File: src/rtl/bbr_pkg.sv
package bbr_pkg;
  typedef enum logic [1:0] {
    ND_WAIT  = 2'd0,
    ND_LEFT  = 2'd1,
    ND_RIGHT = 2'd2
  } node_st_t;

  typedef enum logic [1:0] {
    PH_ADDR = 2'd0,
    PH_DOWN = 2'd1,
    PH_UP   = 2'd2
  } phase_t;
endpackage

File: src/rtl/bbr_node.sv
module bbr_node
  import bbr_pkg::*;
(
  input  logic     clk,
  input  logic     rst_n,
  input  logic     set_en,
  input  logic     go_right,
  input  logic     clr_en,
  output node_st_t state
);
  always_ff @(posedge clk) begin
    if (!rst_n)      state <= ND_WAIT;
    else if (set_en) state <= go_right ? ND_RIGHT : ND_LEFT;
    else if (clr_en) state <= ND_WAIT;
  end

  AST_IDLE_HOLDS: assert property (@(posedge clk) disable iff (!rst_n)
    (state == ND_WAIT && !set_en) |=> state == ND_WAIT);
  AST_TAKES_DIR: assert property (@(posedge clk) disable iff (!rst_n)
    set_en |=> state == ($past(go_right) ? ND_RIGHT : ND_LEFT));
  AST_DIR_STABLE: assert property (@(posedge clk) disable iff (!rst_n)
    (state != ND_WAIT && !clr_en) |=> $stable(state));
endmodule

File: src/rtl/bbr_cells.sv
module bbr_cells #(
  parameter int ADDR_BITS = 3,
  parameter int DATA_W    = 8
) (
  input  logic                 clk,
  input  logic                 wr_en,
  input  logic [ADDR_BITS-1:0] wr_idx,
  input  logic [DATA_W-1:0]    wr_data,
  input  logic [ADDR_BITS-1:0] rd_idx,
  output logic [DATA_W-1:0]    rd_data
);
  localparam int NCELLS = 1 << ADDR_BITS;

  logic [DATA_W-1:0] mem [NCELLS];

  always_ff @(posedge clk) begin
    if (wr_en) mem[wr_idx] <= wr_data;
  end

  assign rd_data = mem[rd_idx];
endmodule

File: src/rtl/bb_tree_router.sv
module bb_tree_router
  import bbr_pkg::*;
#(
  parameter int ADDR_BITS = 3,
  parameter int DATA_W    = 8
) (
  input  logic                 clk,
  input  logic                 rst_n,
  input  logic                 addr_valid,
  input  logic                 addr_bit,
  output logic                 addr_ready,
  input  logic                 bus_start,
  output logic [DATA_W-1:0]    rd_data,
  output logic                 rd_done,
  input  logic                 wr_en,
  input  logic [ADDR_BITS-1:0] wr_idx,
  input  logic [DATA_W-1:0]    wr_data,
  output logic [ADDR_BITS-1:0] live_nodes
);
  localparam int NCELLS = 1 << ADDR_BITS;
  localparam int NNODES = NCELLS - 1;
  localparam int IDX_W  = ADDR_BITS + 1;
  localparam logic [ADDR_BITS-1:0] FULL = ADDR_BITS'(ADDR_BITS);
  localparam logic [IDX_W-1:0] FIRST_LEAF = IDX_W'(NNODES);

  // heap numbering: root 0, children 2i+1 and 2i+2, leaves from NNODES
  function automatic logic [IDX_W-1:0] child_of(input logic [IDX_W-1:0] i,
                                                input logic go_right);
    return (i << 1) + IDX_W'(1) + IDX_W'(go_right);
  endfunction

  function automatic logic [IDX_W-1:0] parent_of(input logic [IDX_W-1:0] i);
    return (i - IDX_W'(1)) >> 1;
  endfunction

  function automatic logic [ADDR_BITS-1:0] cell_of(input logic [IDX_W-1:0] i);
    return ADDR_BITS'(i - FIRST_LEAF);
  endfunction

  node_st_t          st [NNODES];
  logic [NNODES-1:0] set_en, clr_en, busy_vec;

  logic                 flit_v, flit_bit;
  logic [IDX_W-1:0]     flit_idx;
  node_st_t             flit_st, bus_st;
  phase_t               phase;
  logic [IDX_W-1:0]     bus_ptr, up_parent;
  logic [ADDR_BITS-1:0] bits_in;
  logic [DATA_W-1:0]    cell_rd, rd_q;
  logic                 done_q;

  // named internal events
  logic accept, flit_settle, start_ok, bus_at_leaf, tree_done;

  always_comb begin
    flit_st = ND_WAIT;
    bus_st  = ND_WAIT;
    for (int i = 0; i < NNODES; i++) begin
      if (flit_idx == IDX_W'(i)) flit_st = st[i];
      if (bus_ptr == IDX_W'(i))  bus_st  = st[i];
    end
  end

  assign addr_ready  = (phase == PH_ADDR) && !flit_v && (bits_in != FULL);
  assign accept      = addr_valid && addr_ready;
  assign flit_settle = flit_v && (flit_st == ND_WAIT);
  assign start_ok    = bus_start && (phase == PH_ADDR) && !flit_v && (bits_in == FULL);
  assign bus_at_leaf = bus_ptr >= FIRST_LEAF;
  assign up_parent   = parent_of(bus_ptr);
  assign tree_done   = (phase == PH_UP) && (up_parent == '0);

  for (genvar g = 0; g < NNODES; g++) begin : g_node
    assign set_en[g]   = flit_settle && (flit_idx == IDX_W'(g));
    assign clr_en[g]   = (phase == PH_UP) && (up_parent == IDX_W'(g));
    assign busy_vec[g] = (st[g] != ND_WAIT);
    bbr_node u_node (
      .clk      (clk),
      .rst_n    (rst_n),
      .set_en   (set_en[g]),
      .go_right (flit_bit),
      .clr_en   (clr_en[g]),
      .state    (st[g])
    );
  end

  always_comb begin
    live_nodes = '0;
    for (int i = 0; i < NNODES; i++) live_nodes = live_nodes + ADDR_BITS'(busy_vec[i]);
  end

  bbr_cells #(.ADDR_BITS(ADDR_BITS), .DATA_W(DATA_W)) u_cells (
    .clk     (clk),
    .wr_en   (wr_en),
    .wr_idx  (wr_idx),
    .wr_data (wr_data),
    .rd_idx  (cell_of(bus_ptr)),
    .rd_data (cell_rd)
  );

  // address bit in flight: one level per clock
  always_ff @(posedge clk) begin
    if (!rst_n) begin
      flit_v   <= 1'b0;
      flit_bit <= 1'b0;
      flit_idx <= '0;
      bits_in  <= '0;
    end else begin
      if (accept) begin
        flit_v   <= 1'b1;
        flit_bit <= addr_bit;
        flit_idx <= '0;
      end else if (flit_settle) begin
        flit_v <= 1'b0;
      end else if (flit_v) begin
        flit_idx <= child_of(flit_idx, flit_st == ND_RIGHT);
      end
      if (flit_settle)    bits_in <= bits_in + ADDR_BITS'(1);
      else if (tree_done) bits_in <= '0;
    end
  end

  // bus token: down the carved path, read the leaf, climb back clearing
  always_ff @(posedge clk) begin
    if (!rst_n) begin
      phase   <= PH_ADDR;
      bus_ptr <= '0;
      rd_q    <= '0;
      done_q  <= 1'b0;
    end else begin
      done_q <= 1'b0;
      case (phase)
        PH_ADDR: if (start_ok) begin
          phase   <= PH_DOWN;
          bus_ptr <= '0;
        end
        PH_DOWN: if (bus_at_leaf) begin
          rd_q  <= cell_rd;
          phase <= PH_UP;
        end else begin
          bus_ptr <= child_of(bus_ptr, bus_st == ND_RIGHT);
        end
        PH_UP: begin
          bus_ptr <= up_parent;
          if (tree_done) begin
            done_q <= 1'b1;
            phase  <= PH_ADDR;
          end
        end
        default: phase <= PH_ADDR;
      endcase
    end
  end

  assign rd_data = rd_q;
  assign rd_done = done_q;

  AST_LIVE_CAP: assert property (@(posedge clk) disable iff (!rst_n)
    live_nodes <= FULL);
  AST_LIVE_TRACKS_BITS: assert property (@(posedge clk) disable iff (!rst_n)
    (phase == PH_ADDR && !flit_v) |-> live_nodes == bits_in);
  AST_DONE_CLEAN: assert property (@(posedge clk) disable iff (!rst_n)
    rd_done |-> live_nodes == '0);
  AST_START_GATED: assert property (@(posedge clk) disable iff (!rst_n)
    (bus_start && bits_in != FULL) |=> phase == PH_ADDR);
  AST_BUS_REFUSES: assert property (@(posedge clk) disable iff (!rst_n)
    (phase != PH_ADDR) |-> !addr_ready);
  AST_INFLIGHT_BLOCKS: assert property (@(posedge clk) disable iff (!rst_n)
    flit_v |-> !addr_ready);
  AST_DONE_PULSE: assert property (@(posedge clk) disable iff (!rst_n)
    rd_done |=> !rd_done);
endmodule

File: config.mk
export PLATFORM = sky130hd
export DESIGN_NAME = bb_tree_router
export DESIGN_NICKNAME = d
export VERILOG_FILES = /design/src/rtl/bbr_pkg.sv /design/src/rtl/bbr_node.sv /design/src/rtl/bbr_cells.sv /design/src/rtl/bb_tree_router.sv
export SDC_FILE = /design/constraint.sdc
export NUM_CORES = 1
export LEC_CHECK = 0
export BUFFER_PORTS_ARGS = -buffer_cell sky130_fd_sc_hd__buf_2
export CORE_MARGIN = 4
export CORE_UTILIZATION = 31
export DETAILED_ROUTE_END_ITERATION = 10
export GPL_TIMING_DRIVEN = 0
export PLACE_DENSITY_LB_ADDON = 0.1
export SLEW_MARGIN = 20
export SYNTH_ARGS = -nofsm -noshare
export SYNTH_HDL_FRONTEND = slang
export SYNTH_HIERARCHICAL = 1
export SYNTH_SLANG_ARGS = --single-unit
File: constraint.sdc
create_clock -name clk -period 2.43 [get_ports clk]
set_input_delay 0.1215 -clock clk [delete_from_list [all_inputs] [get_ports clk]]
set_output_delay 0.1215 -clock clk [all_outputs]
set_load 0.01 [all_outputs]
Word level (Yosys, flattened, before mapping)
Memory sizes are Yosys's and may differ from the RTL's. A register that Yosys moved wholly into a read port is not among the register bits.
Index checks and enable logic that the tools add are counted.
{ "totals": {"ff_bits": 30, "mem_bits_rw": 64, "memories": 1} }
{ "memory_table": {"columns": ["memory", "words", "width", "rd", "rd_ports_with_merged_regs", "write_ports", "line_no", "source"], "rows": [
  ["u_cells.mem", 8, 8, 1, 1, 1, "bbr_cells.sv:14", "logic [DATA_W-1:0] mem [NCELLS];"]
]} }
{ "classes": {"n_addsub": 13, "order_cmp": 1, "eq_ne": 28, "n_mux": 42, "bitwise_logic": 2, "reduce_logical": 51} }
{ "ops": {"columns": ["op", "count"], "rows": [
  ["$mux W2", 31],
  ["$reduce_bool A2 Y1", 16],
  ["$eq A4 B3 Y1 const B", 6],
  ["$logic_and A1 B1 Y1", 21],
  ["$eq A4 B2 Y1 const B", 4],
  ["$add A3 B1 Y3", 4],
  ["$logic_not A4 Y1", 3],
  ["$pmux W4 S3", 1],
  ["$eq A3 B2 Y1 const B", 3],
  ["$eq A3 B3 Y1 const B", 3],
  ["$add A4 B1 Y4", 2],
  ["$add A4 B1 Y4 const B", 2],
  ["$eq A4 B1 Y1 const B", 2],
  ["$mux W4", 2],
  ["$eq A2 B2 Y1 const B", 3],
  ["$mux W3", 2],
  ["$ne A2 B2 Y1 const B", 3],
  ["$pmux W2 S3", 1],
  ["$reduce_and A2 Y1", 3],
  ["$reduce_and A3 Y1", 2],
  ["$mux W1", 5],
  ["$ge A4 B3 Y1 const B", 1],
  ["$logic_not A2 Y1", 2],
  ["$sub A4 B1 Y4 const B", 1],
  ["12 further kinds", 14]
]} }

Logic depth before layout (Yosys ltp)
{ "depth": {"depth_word": 12, "mapped_depth": 12, "mapped_depth_nobuf": 12} }

Modules after synthesis
Netlist, hierarchy kept.
{ "modules_own_cells": {"columns": ["module", "instances", "cells_each", "area_per_inst_um2", "seq_area_each_um2"], "rows": [
  ["bbr_cells", 1, 106, 2531.2, 1921.8],
  ["bb_tree_router", 1, 217, 1829.3, 480.5],
  ["bbr_node", 7, 7, 80.1, 40.0]
]} }

Worst setup path after synthesis
Ideal clock, no wire load.
{ "synth_timing": {"path_type": "register to output", "startpoint": "reg g_node[0].u_node.state[1]", "endpoint": "out live_nodes[1]", "t_arrival_ns": 2.586, "required_time_ns": 2.309, "path_slack_ns": -0.277, "stages_incl_launch_ff": 6, "n_path_buf": 0, "path_cell_list": "dfxtp_1 -> or2_2 -> fa_1 -> fa_1 -> fa_1 -> fa_1"} }
{ "synth_via": {"elab_chain_len": 7} }
{ "synth_lines": {"columns": ["item", "line_no", "source"], "rows": [
  ["start, declared", "bbr_node.sv:9", "output node_st_t state"],
  ["start signal, assigned", "bbr_node.sv:13", "else if (set_en) state <= go_right ? ND_RIGHT : ND_LEFT;"],
  ["$reduce_bool A2 Y1", "bb_tree_router.sv:75", "assign busy_vec[g] = (st[g] != ND_WAIT);"],
  ["$add A1 B1 Y2", "bb_tree_router.sv:88", "for (int i = 0; i < NNODES; i++) live_nodes = live_nodes + ADDR_BITS'(busy_vec[i]);"],
  ["$add A2 B1 Y3", "bb_tree_router.sv:88", null],
  ["$add A3 B1 Y3 (4 in a row)", "bb_tree_router.sv:88", null],
  ["end, declared", "bb_tree_router.sv:18", "output logic [ADDR_BITS-1:0] live_nodes"]
]} }
No other way between the ends.

Worst setup path after layout
{ "layout_timing": {"startpoint": "reg g_node[3].u_node.state[1]", "endpoint": "out live_nodes[1]"} }
{ "layout_via": {"elab_chain_len": 5} }
{ "layout_lines": {"columns": ["item", "line_no"], "rows": [
  ["start, declared", "bbr_node.sv:9"],
  ["start signal, assigned", "bbr_node.sv:13"],
  ["$reduce_bool A2 Y1", "bb_tree_router.sv:75"],
  ["$add A3 B1 Y3 (4 in a row)", "bb_tree_router.sv:88"]
]} }
No other way between the ends.

==> summary.txt <==
Synth
  • Post-synthesis register bit count: 102
  • Cells after synthesis: 372
  • Sequential fraction of the synthesis area: 0.545
  • Yosys cell types: 55
  • Synth area leader: edfxtp_1
  • Syn Area/Cell: 13.2 um2
  • Number of synthesized flops with an enable pin: 64
  • Synth area leaders: edfxtp_1 39%, dfxtp_1 15%, mux4_1 8.0%, ha_1 3.1%, mux2i_1 2.6%
  • Main flop type after synthesis: edfxtp_1
  • Synth Cell Area: 4920 um2
  • Area fraction of the dominant cell type after synthesis: 0.391
  • Share of flip-flops with an asynchronous set or reset: 0
  • Yosys warning total: 6
  • Synthesized Nets: 405

Floorplan
  • Die width: 134 um
  • Row count: 45
  • Die Y: 134 um
  • Io pins: 30
  • Total die area: 18000 um2
  • Core area: 15400 um2
  • Starting Density: 0.320

Placed design
  • Setup WS pre-CTS: -0.327 ns
  • IO buf count: 29
  • GP Congestion: 0.772
  • Post-DP HPWL: 7930 um
  • Placed cells: 614
  • Post-DP Area: 5370 um2

Detailed routing
  • Routed via count: 3132
  • Post-route ant nets: 0
  • Initial drt markers: 160
  • DR WL/cell: 17.5 um
  • Final wirelength: 11200 um
  • DRT Pass-1 Iters: 4
  • Vias per cell: 4.91
  • DRC Markers: 0

STA
  • Slew Limit Headroom: 0.295
  • Final setup margin: -0.598 ns
  • Slew @ Worst Pin: 1.05 ns
  • Final hold vios: 0
  • Fin. max-slew vios: 0
  • Final Critical Period: 3.03 ns
  • # setup viols final: 3
  • Crit share post-route: 1.25
  • Unrepaired setup endpoints after global routing: true
  • Final Skew: 0.00446 ns
  • Max Clk Rate: 330 MHz
  • Final TNS setup: -1.38 ns

CTS
  • Root buffer cell: clkbuf_16
  • H-tree depth: 3
  • CTS Buf Count: 9
  • CTS tree: built
  • Bufs on Longest Clock Path: 2
  • Clock Latency Late Sink: 0.35 ns
  • Number of clock sinks: 102
  • Worst-path clk slew: 0.07 ns

Finish
  • Most common cell after layout, fill and taps aside: edfxtp_1
  • Highest-count cells in the layout ignoring fill and taps: 64 x edfxtp_1, 30 x buf_2, 29 x nor2_1, 29 x dfxtp_1, 18 x nand2_1
  • Final net count: 455
  • Post-route cell area: 5920 um2
  • Post-layout util: 0.385
  • Finished Layout Cells: 638
  • Layout cells sized above 1: 0.288
  • # diodes: 0
  • Syn-to-layout area delta: 20.2%

GRT
  • Total GRT Usage: 0.132
  • Largest net degree at the start of global routing: 25
  • Number of global-route vias before repair: 3080
  • Global-route wire length before repair: 17700 um
  • GR Overflow Total: 0
  • Antenna violations before repair: 0

Pwr
  • Pwr/cell area: 623 nW/um2
  • Leakage power: 2.20 nW
  • VDD IR max: 365 uV

Hold path
  • Hold Path Class: primary input to flip-flop

Job
  • Max-Cap Viols: 0

Critical path
  • Crit path kind: flip-flop to primary output
  • Crit start category: flip-flop
  • CP endpoint kind: primary output
  • Largest fanout on the critical path: 3
  • Worst endpoint required time: 2.31 ns
  • Crit path DAT: 2.91 ns

Outcome
  • Failing checks: negative setup slack
  • Status: finished with violations
[sequential cells by signal (all words and copies together), names as in the netlist]
register,flops
phase,2
flit_bit,1
flit_idx,4
rd_done,1
bits_in,3
bus_ptr,4
g_node.u_node/state,14
rd_data,8
u_cells/mem,64
flit_v,1
[cell type report]
cell class              count  area (um2)
plain buffers              14         109
clock buffers               9         225
clock inverters             7        95.1
fillers                  1474        9460
inverters                  14        55.1
multi-input cells         242        2240
flip-flops and latches    102        2700
well taps                 211         264
repair buffers             39         226
[repair_timing]
item                       CTS  global route
hold buffers                 0             0
pin swaps                    6            12
setup buffers                3             5
setup endpoints to repair   27            28
resized for setup           18            26
[cell usage after synthesis (5+ instances only)]
cell type  instances
or2_2              7
xor2_1             5
o21a_1             9
o21ai_0            6
edfxtp_1          64
nor2_1            31
a21oi_1            9
mux4_1            15
mux2i_1           13
nand2_1           18
dfxtp_1           38
nor2b_1            8
inv_1             14
nor4bb_1           7
ha_1              12
nor4_1             5
mux2_2             8
a31o_1             7
nor3b_1            8
nor3_1            15
nand3_1            6
nand2b_1           9
[worst paths after layout]
path,startpoint,to,slack (ns),depth (start not counted)
worst max-delay path,g_node[3].u_node/state[1],live_nodes[1],-0.60,6
worst min-delay path,addr_bit,flit_bit,0.02,3
worst max register to register,bus_ptr[1],bus_ptr[2],0.17,12
worst min register to register,bits_in[2],bits_in[2],0.48,2
[where the power goes]
part / switching (mW) / internal (mW)
Combinational: 0.135 / 0.0943
Clock: 0.714 / 0.837
Sequential: 0.0221 / 1.88
Total: 0.871 / 2.81
[cell families (layout without fill, tap and decap cells)]
| logic type | Yosys count | after routing | synth area share |
|---|---|---|---|
| buffers and inverters | 28 | 83 | 0.0320 |
| flip-flops | 102 | 102 | 0.545 |
| multiplexers | 39 | 39 | 0.134 |
| AO/OA/AOI/OAI | 52 | 52 | 0.0834 |
| XOR/XNOR | 7 | 7 | 0.0125 |
| adder cells (fa/ha/maj) | 16 | 16 | 0.0468 |
| AND/OR/NAND/NOR | 128 | 128 | 0.146 |
[through the flow]
step,total power [mW],hold WS (ns)
after floorplan,2.07,0.220
after global placement,2.14,0.380
after detailed placement,2.15,0.394
after CTS,3.73,0.00785
after global routing,3.85,0.0219
final,3.68,0.0209
[critical path, stage by stage, from the launching register on]
cell and delay, ns:
dfxtp_4 0.36, or2_4 0.25, fa_1 0.54, fa_1 0.44
fa_2 0.35, fa_1 0.48, buf_2 0.13
[per-layer routing]
layer / vias up / global-route usage / part of all wire
met1: 1545 / 0.194 / 0.50
met4: 0 / 0.0514 / 0.019
li1: 1519 / - / -
met2: 52 / 0.189 / 0.45
met5: - / 0 / 0
met3: 16 / 0.0300 / 0.035
Power figures use the tool's default switching activity.
